### src/rtl/ctl_latch_pkg.sv
package ctl_latch_pkg;
    localparam int unsigned LATCH_W   = 8;
    localparam int unsigned BYTE_W    = 8;
    localparam int unsigned KEY_COUNT = 128;
    localparam int unsigned IDX_W     = $clog2(LATCH_W);
    localparam int unsigned KEY_IDX_W = $clog2(KEY_COUNT);

    // Roles of individual latch bits that neighbouring logic decodes
    localparam int unsigned SND_EN_BIT = 0;
    localparam int unsigned KB_OFF_BIT = 3;

    typedef struct packed {
        logic              pulse;
        logic [BYTE_W-1:0] data;
    } snd_state_t;
endpackage

### src/rtl/ctl_latch_bank.sv
module ctl_latch_bank #(
    parameter int unsigned LATCH_W = ctl_latch_pkg::LATCH_W,
    localparam int unsigned IDX_W  = $clog2(LATCH_W)
) (
    input  logic               clk,
    input  logic               rst_n,
    input  logic               wr,
    input  logic [IDX_W-1:0]   idx,
    input  logic               val,
    output logic [LATCH_W-1:0] bits_q
);
    logic [LATCH_W-1:0] hit;
    logic [LATCH_W-1:0] bits_d;
    logic [LATCH_W-1:0] state_q;

    // one-hot select of the addressed bit
    for (genvar i = 0; i < LATCH_W; i++) begin : g_sel
        assign hit[i] = wr && (idx == IDX_W'(i));
    end

    always_comb begin
        bits_d = state_q;
        for (int i = 0; i < LATCH_W; i++) begin
            if (hit[i]) bits_d[i] = val;
        end
    end

    always_ff @(posedge clk) begin
        if (!rst_n) state_q <= '0;
        else        state_q <= bits_d;
    end

    assign bits_q = state_q;
endmodule

### src/rtl/ctl_snd_strobe.sv
module ctl_snd_strobe
    import ctl_latch_pkg::*;
#(
    parameter int unsigned LATCH_W = ctl_latch_pkg::LATCH_W,
    parameter int unsigned BYTE_W  = ctl_latch_pkg::BYTE_W,
    localparam int unsigned IDX_W  = $clog2(LATCH_W)
) (
    input  logic              clk,
    input  logic              rst_n,
    input  logic              wr,
    input  logic [IDX_W-1:0]  idx,
    input  logic              val,
    input  logic              en_q,
    input  logic [BYTE_W-1:0] pa_byte,
    output logic              pulse,
    output logic [BYTE_W-1:0] data
);
    typedef struct packed {
        logic              pulse;
        logic [BYTE_W-1:0] data;
    } st_t;

    st_t st_d, st_q;
    logic falls;

    always_comb begin
        // falling edge of the enable bit as a result of this write
        falls    = wr && (idx == IDX_W'(SND_EN_BIT)) && !val && en_q;
        st_d       = st_q;
        st_d.pulse = falls;
        if (falls) st_d.data = pa_byte;
    end

    always_ff @(posedge clk) begin
        if (!rst_n) st_q <= '0;
        else        st_q <= st_d;
    end

    assign pulse = st_q.pulse;
    assign data  = st_q.data;
endmodule

### src/rtl/ctl_key_reader.sv
module ctl_key_reader #(
    parameter int unsigned KEY_COUNT = ctl_latch_pkg::KEY_COUNT,
    parameter int unsigned BYTE_W    = ctl_latch_pkg::BYTE_W,
    localparam int unsigned KEY_IDX_W = $clog2(KEY_COUNT)
) (
    input  logic                 kb_off,
    input  logic [BYTE_W-1:0]    pa_byte,
    input  logic [KEY_COUNT-1:0] key_down,
    output logic [BYTE_W-1:0]    rd
);
    logic [KEY_IDX_W-1:0] sel;
    logic                 pressed;

    always_comb begin
        sel     = pa_byte[KEY_IDX_W-1:0];
        pressed = key_down[sel];
        if (kb_off || !pressed) rd = '1;
        else                    rd = '0;
    end
endmodule

### src/rtl/ctl_latch_top.sv
module ctl_latch_top
    import ctl_latch_pkg::*;
(
    input  logic                 clk,
    input  logic                 rst_n,
    input  logic                 pb_wr,
    input  logic [BYTE_W-1:0]    pb_wdata,
    input  logic [BYTE_W-1:0]    pa_out,
    input  logic [KEY_COUNT-1:0] key_down,
    output logic [LATCH_W-1:0]   latch_q,
    output logic                 snd_wr,
    output logic [BYTE_W-1:0]    snd_data,
    output logic [BYTE_W-1:0]    pa_rd,
    output logic [BYTE_W-1:0]    pb_rd
);
    logic [IDX_W-1:0] wr_idx;
    logic             wr_val;

    assign wr_idx = pb_wdata[IDX_W-1:0];
    assign wr_val = pb_wdata[IDX_W];

    ctl_latch_bank #(.LATCH_W(LATCH_W)) u_bank (
        .clk    (clk),
        .rst_n  (rst_n),
        .wr     (pb_wr),
        .idx    (wr_idx),
        .val    (wr_val),
        .bits_q (latch_q)
    );

    ctl_snd_strobe #(.LATCH_W(LATCH_W), .BYTE_W(BYTE_W)) u_snd (
        .clk     (clk),
        .rst_n   (rst_n),
        .wr      (pb_wr),
        .idx     (wr_idx),
        .val     (wr_val),
        .en_q    (latch_q[SND_EN_BIT]),
        .pa_byte (pa_out),
        .pulse   (snd_wr),
        .data    (snd_data)
    );

    ctl_key_reader #(.KEY_COUNT(KEY_COUNT), .BYTE_W(BYTE_W)) u_keys (
        .kb_off   (latch_q[KB_OFF_BIT]),
        .pa_byte  (pa_out),
        .key_down (key_down),
        .rd       (pa_rd)
    );

    // nothing is wired to the port-B inputs
    assign pb_rd = '1;
endmodule

### config.mk
export PLATFORM = sky130hd
export DESIGN_NAME = ctl_latch_top
export DESIGN_NICKNAME = d
export VERILOG_FILES = /design/src/rtl/ctl_latch_pkg.sv /design/src/rtl/ctl_latch_bank.sv /design/src/rtl/ctl_snd_strobe.sv /design/src/rtl/ctl_key_reader.sv /design/src/rtl/ctl_latch_top.sv
export SDC_FILE = /design/constraint.sdc
export NUM_CORES = 1
export LEC_CHECK = 0
export BUFFER_PORTS_ARGS = -buffer_cell sky130_fd_sc_hd__buf_4
export CAP_MARGIN = 20
export CORE_MARGIN = 1.5
export CORE_UTILIZATION = 42
export DETAILED_ROUTE_END_ITERATION = 10
export HOLD_SLACK_MARGIN = 0.12
export PLACE_DENSITY = 0.95
export SYNTH_ARGS = -nofsm -noshare
export SYNTH_HDL_FRONTEND = slang
export SYNTH_SLANG_ARGS = --single-unit
export TNS_END_PERCENT = 10
### constraint.sdc
create_clock -name clk -period 5.6 [get_ports clk]
set_input_delay 0.28 -clock clk [delete_from_list [all_inputs] [get_ports clk]]
set_output_delay 0.28 -clock clk [all_outputs]
set_load 0.005 [all_outputs]
==> metrics.cfg, run 1 <==
[timing]
drv_slew=0
finalSetupViolCount=0
hold_viol=0
setup_tns_ps=0
relSlewSlack=0.5957
fmax_ghz=0.3629
fin_crit_sh=0.4921
tightest_slew_ps=606.4
rsz0062_at_grt=no
finalClockSkew_ps=0.6359
period_needed_ps=2756

[global_route]
grt-ovfl-total=0
antenna_found_initial=0
grt_max_degree=45
grt_usage=0.2416
grt_pass1_vias=2120
grt_pass1_wl_microns=9915

[yosys]
syn_avg_cell_area_sq_um=10.12
synthXorXnorAreaFrac=0
synth_mux_area_frac=0.4559
synth_compound_area_frac=0.08262
synth_top_family_by_area=multiplexers
synth_adder_area_share=0
ys_seq_elements=17
synthSimpleGateAreaFrac=0.1652
synth.distinct_cells=38
synthesis.area_sq_um=2044
syn_inst=202
yosysWarnings=0
synth_seq_area_share=0.1665

[layout]
multi_input_area_sq_um=1469
final_nets=496
fin_util=0.6800
area_growth_pct=56.06
diodes=0
drive_above_1_share=0.5575
seq_area_sq_um=340.3
fillerInstances=382

[worst_hold_path]
hold_class=input pin to flop

[clock_tree]
ctsLongestPathBuffers=2
post_cts_resized=0
cts_max_level=1
clock_latency_ps=250
cts_tree=built
post_cts_buffers=0
clk_pin_slew_worst_paths_ps=70
cts_sinks=17
cts_root_buffer=clkbuf_8
numCtsBuffers=3
ctsHoldBuffers=0

[drt]
drtIter0Drc=60
dr.pass1.iters=5
viasPerCell=5.488
ant_nets=0
wl_per_cell_microns=16.40
routed_wl_microns=6594
vias=2206
drc_errors=0

[status]
status=finished, final reports clean

[setup_path]
crit_required_ps=5320
startpoint_type=input pin
cp_data_arrival_time_ps=2480
worstSetupPathType=input pin to output pin
endpoint_kind=output pin
crit_fanout=28

[die]
io_pins=180
die-area_sq_um=5295
die-width_microns=72.77
fp.dieH_microns=72.77
core_sq_um=4692
initial_core_util=0.4357
num_rows=25

[job]
max_cap_viol_count=0

[place]
gp_congestion=0.8359
io_buffer_count=167
place_hpwl_microns=5574

[pwr]
p_leak_uw=0.001600
p_per_area_nw_per_um2=126.8
ir_drop_uv=65.10

-- metal layers --
metal,track usage,part of all wire,vias up
met1,0.2684,0.35,1042
met4,0.04403,0.0049,0
met3,0.02762,0.067,4
li1,-,-,1056
met5,0,0,-
met2,0.4883,0.57,104
-- power by group --
part	internal (uW)	total, uW	switching, uW	leakage [uW]
Combinational	122	190	68.6	0.00144
Sequential	122	123	0.801	0.000137
Clock	50.0	91.3	41.3	0.0000217
Total	294	405	111	0.00160
-- cells by family (layout without fill, tap and decap cells) --
family,Yosys count,after routing
simple gates,64,64
compound gates,23,23
flops,17,17
other cells,1,8
mux,62,62
buf+inv,35,174
-- worst paths after layout --
check,startpoint,end,slack (ps),depth (start not counted)
worst min-delay path,pa_out[7],u_snd.data[7],270,3
worst min register to register,u_bank.bits_q[6],u_bank.bits_q[6],500,2
worst max-delay path,pa_out[0],pa_rd[0],2840,7
worst max register to register,u_bank.bits_q[0],u_snd.data[6],4380,3
-- cells in the final DEF (no fill, tap or decap), types with 2 or more instances in the layout --
| cell | synthesis | routed |
|---|---|---|
| a21oi_1 | 4 | 4 |
| a221oi_1 | 3 | 3 |
| a22oi_1 | 9 | 9 |
| buf_4 | 22 | 167 |
| clkbuf_8 | 0 | 3 |
| conb_1 | 1 | 8 |
| dfxtp_1 | 17 | 17 |
| inv_1 | 2 | 2 |
| mux2_2 | 9 | 9 |
| mux2i_1 | 32 | 32 |
| mux4_1 | 10 | 10 |
| mux4_2 | 11 | 11 |
| nand2_1 | 9 | 9 |
| nand2b_1 | 3 | 3 |
| nand3_1 | 14 | 14 |
| nand4b_1 | 2 | 2 |
| nor2_1 | 22 | 22 |
| nor2b_1 | 4 | 4 |
| nor3b_1 | 2 | 2 |
-- flip-flops by register name, indices dropped and copies added (netlist names) --
name,flops
u_snd.data,8
u_snd.pulse,1
u_bank.bits_q,8
-- synthesized netlist by cell type --
library cell  count  area (sq um)
mux2i_1          32         320.3
buf_4            22         165.2
nor2_1           22         82.58
dfxtp_1          17         340.3
nand3_1          14         70.07
mux4_2           11         247.7
mux4_1           10         262.8
a22oi_1           9         67.56
mux2_2            9         101.4
nand2_1           9         33.78
a21oi_1           4         20.02
buf_6             4         45.04
clkbuf_1          4         15.01
nor2b_1           4         25.02
a221oi_1          3         26.28
nand2b_1          3         18.77
inv_1             2         7.510
nand4b_1          2         17.52
nor3b_1           2         15.01
a211oi_1          1         7.510
a31oi_1           1         6.260
and2b_1           1         7.510
buf_12            1         20.02
buf_2             1         5.000
clkinv_1          1         3.750
conb_1            1         3.750
nand3b_1          1         7.510
nand4_1           1         6.260
nor3_1            1         5.000
nor3_4            1         16.27
nor3b_4           1         18.77
o2111ai_1         1         8.760
o211ai_1          1         7.510
o21ai_1           1         5.000
o311ai_1          1         8.760
o41a_1            1         11.26
or2_2             1         6.260
or4_1             1         7.510
-- area by class of cell --
| cell class | count | area share |
|---|---|---|
| Timing Repair Buffer | 167 | 0.3929 |
| Clock inverter | 1 | 0.002353 |
| Inverter | 3 | 0.003529 |
| Clock buffer | 3 | 0.01294 |
| Multi-Input combinational cell | 157 | 0.4604 |
| Sequential cell | 17 | 0.1067 |
| Tap cell | 54 | 0.02118 |
-- through the flow --
step / std cells / cell area [sq um] / hold slack (ps) / total power [uW] / setup WS (ps)
2_1_floorplan: 209 / 2071 / 423.9 / 229.9 / 3324
3_3_place_gp: 398 / 3142 / 475.5 / 310.8 / 2855
3_5_place_dp: 398 / 3142 / 486.3 / 316.3 / 2825
4_1_cts: 402 / 3191 / 267.0 / 407.0 / 2819
5_1_grt: 402 / 3191 / 284.3 / 427.1 / 2685
6_report: 402 / 3191 / 265.1 / 404.6 / 2844
-- critical path, stage by stage --
cell,delay [ps]
buf_4,370
mux4_1,610
mux2_2,290
a221oi_1,250
or4_1,160
o41a_1,330
buf_4,180
(Power assumes the default switching activity.)
==> run 2, diff against run 1 <==
--- a/config.mk
+++ b/config.mk
@@ -8,10 +8,10 @@
 export BUFFER_PORTS_ARGS = -buffer_cell sky130_fd_sc_hd__buf_4
 export CAP_MARGIN = 20
 export CORE_MARGIN = 1.5
-export CORE_UTILIZATION = 42
+export CORE_UTILIZATION = 35
 export DETAILED_ROUTE_END_ITERATION = 10
 export HOLD_SLACK_MARGIN = 0.12
-export PLACE_DENSITY = 0.95
+export PLACE_DENSITY = 0.87
 export SYNTH_ARGS = -nofsm -noshare
 export SYNTH_HDL_FRONTEND = slang
 export SYNTH_SLANG_ARGS = --single-unit
==> constraint.sdc (replaced) <==
create_clock -name clk -period 2.41 [get_ports clk]
set_input_delay 0.1205 -clock clk [delete_from_list [all_inputs] [get_ports clk]]
set_output_delay 0.1205 -clock clk [all_outputs]
set_load 0.005 [all_outputs]
==> run 2 against run 1 <==
Net effect:
- first-iteration DRC count shrank 52%
- global-route usage down 3.6 points
- largest power group unchanged
- critical path depth increased by 1
- sequential power grew 130%
- largest cell class unchanged
- non-clock buffer count grew 7
- die area up 19%
- final cell count is 6.2% higher
- critical endpoint unchanged
- worst hold slack lost 86 ps
==> metrics.cfg, run 2 (same netlist as run 1, synthesis figures left out) <==
[worst_hold_path]
hold_class=input pin to flop  ; unchanged
worstHoldEndpoint=u_bank.bits_q[7]  ; was u_snd.data[7]
min_from=pb_wdata[3]  ; was pa_out[7]
min_delay_path_depth=3  ; unchanged

[global_route]
grt-ovfl-total=0  ; unchanged
grt_usage=0.2054  ; was 0.2416
grt_pass1_wl_microns=10230  ; was 9915 microns
antenna_found_initial=0  ; unchanged
grt_max_degree=22  ; was 45
grt_pass1_vias=2288  ; was 2120

[layout]
final_cell_mix=buf_4 (171), mux2i_1 (32), nor2_1 (22), dfxtp_1 (17), nand3_1 (14)  ; was buf_4 (167), mux2i_1 (32), nor2_1 (22), dfxtp_1 (17), nand3_1 (14)
multi_input_area_sq_um=1469  ; unchanged
final_nets=503  ; was 496
diodes=0  ; unchanged
fin_cells=427  ; was 402
area_growth_pct=60.40  ; was 56.06%
fillerInstances=515  ; was 382
fin_util=0.5883  ; was 0.6800
seq_area_sq_um=340.3  ; unchanged
drive_above_1_share=0.5577  ; was 0.5575
final_common_cell=buf_4  ; unchanged

[timing]
finalClockSkew_ps=0.6322  ; was 0.6359 ps
rsz0062_at_grt=no  ; unchanged
setup_tns_ps=0  ; unchanged
finalSetupViolCount=0  ; unchanged
period_needed_ps=2209
tightest_slew_ps=554.5  ; was 606.4 ps
hold_ws_ps=179.2  ; was 265.1 ps
relSlewSlack=0.6292  ; was 0.5957
drv_slew=0  ; unchanged
fin_crit_sh=0.9168
fmax_ghz=0.4526
hold_viol=0  ; unchanged

[clock_tree]
clk_pin_slew_worst_paths_ps=60  ; was 70 ps
cts_max_level=1  ; unchanged
cts_sinks=17  ; unchanged
cts_root_buffer=clkbuf_8  ; unchanged
cts_tree=built  ; unchanged
clock_latency_ps=250  ; about the same
numCtsBuffers=3  ; unchanged
post_cts_resized=0  ; unchanged
ctsLongestPathBuffers=2  ; unchanged
post_cts_buffers=0  ; unchanged

[pwr]
p_per_area_nw_per_um2=289.1  ; was 126.8 nW/um^2
ir_drop_uv=272.9  ; was 65.10 uV
p_leak_uw=0.001638  ; was 0.001600 uW
power_uw=948.1  ; was 404.6 uW

[setup_path]
endpoint_kind=output pin  ; unchanged
r2r-end=u_snd.data[1]  ; was u_snd.data[6]
worstSetupPathType=input pin to output pin  ; unchanged
r2r_cells=3  ; unchanged
rr_startpoint=u_bank.bits_q[0]  ; unchanged
crit_required_ps=2290  ; was 5320 ps
crit_fanout=21  ; was 28
cp_data_arrival_time_ps=2090  ; was 2480 ps
r2r_setup_slack_ps=1150  ; was 4380 ps
startpoint_type=input pin  ; unchanged

[status]
status=finished, final reports clean  ; unchanged

[die]
core_sq_um=5574  ; was 4692 sq um
die-area_sq_um=6309  ; was 5295 sq um
initial_core_util=0.3668  ; was 0.4357
num_rows=27  ; was 25
io_pins=180  ; unchanged
die-width_microns=79.43  ; was 72.77 microns
fp.dieH_microns=79.43  ; was 72.77 microns

[drt]
dr.pass1.iters=4  ; was 5
drc_errors=0  ; unchanged
ant_nets=0  ; unchanged
drtIter0Drc=29  ; was 60
routed_wl_microns=6787  ; was 6594 microns
vias=2193  ; was 2206
viasPerCell=5.136  ; was 5.488
wl_per_cell_microns=15.89  ; was 16.40 microns

[place]
place_hpwl_microns=5797  ; was 5574 microns
gp_congestion=0.8308  ; was 0.8359
place_inst=421  ; was 398
io_buffer_count=167  ; unchanged

[job]
max_cap_viol_count=0  ; unchanged

-- run 2: cell types whose count changed in the layout (fill, tap and decap cells not counted), sizes merged --
cell,delta
buf,+5
clkbuf,+1
clkinvlp,-1
dlygate4sd3,+2
-- run 2: critical path, stage by stage --
cell,delay [ps]
buf_4,270
mux2_2,390
a221oi_1,400
nand3_1,130
o2111ai_1,110
or4_1,130
o41a_1,350
buf_4,180
-- run 2: worst max path at each step --
stage	start	to	slack (ps)	cells past startpoint
4_1_cts	pa_out[1]	pa_rd[0]	180	8
3_5_place_dp	pa_out[1]	pa_rd[0]	190	8
3_3_place_gp	pa_out[1]	pa_rd[0]	230	8
5_1_grt	pa_out[1]	pa_rd[2]	60	8
2_1_floorplan	pa_out[0]	pa_rd[1]	450	7
6_report	pa_out[1]	pa_rd[0]	200	8
-- run 2: metal layers --
| metal | up-vias | part of all wire | global-route usage | wire [microns] |
|---|---|---|---|---|
| met3 | 9 | 0.074 | 0.03200 | 499 |
| li1 | 1061 | - | - | - |
| met1 | 1010 | 0.37 | 0.2300 | 2530 |
| met4 | 0 | 0.017 | 0.05614 | 112 |
| met2 | 113 | 0.54 | 0.3958 | 3646 |
| met5 | - | 0 | 0 | 0 |
-- run 2: repair_timing --
action	in CTS	in global routing
hold endpoints to repair	2	0
endpoints found under the setup margin	0	0
hold buffers	2	0
-- run 2: power by group --
group / leakage, uW / switching [uW] / internal (uW) / total (uW)
combinational: 0.00148 / 159 / 292 / 452
clock: 0.0000228 / 93.1 / 117 / 210
sequential: 0.000137 / 2.06 / 284 / 286
-- run 2: final cells by class --
cell class                      instances  area share
Multi-Input combinational cell        157      0.4479
Tap cell                               72     0.02747
Sequential cell                        17      0.1038
Clock buffer                            4     0.01374
Timing Repair Buffer                  174      0.4037
Inverter                                3    0.003434
-- run 2: per-stage QoR --
stage	instance area [sq um]	setup slack, ps
2_1_floorplan	2071	453.3
3_3_place_gp	3214	230.8
3_5_place_dp	3214	190.6
4_1_cts	3279	181.8
5_1_grt	3279	56.13
6_report	3279	200.6
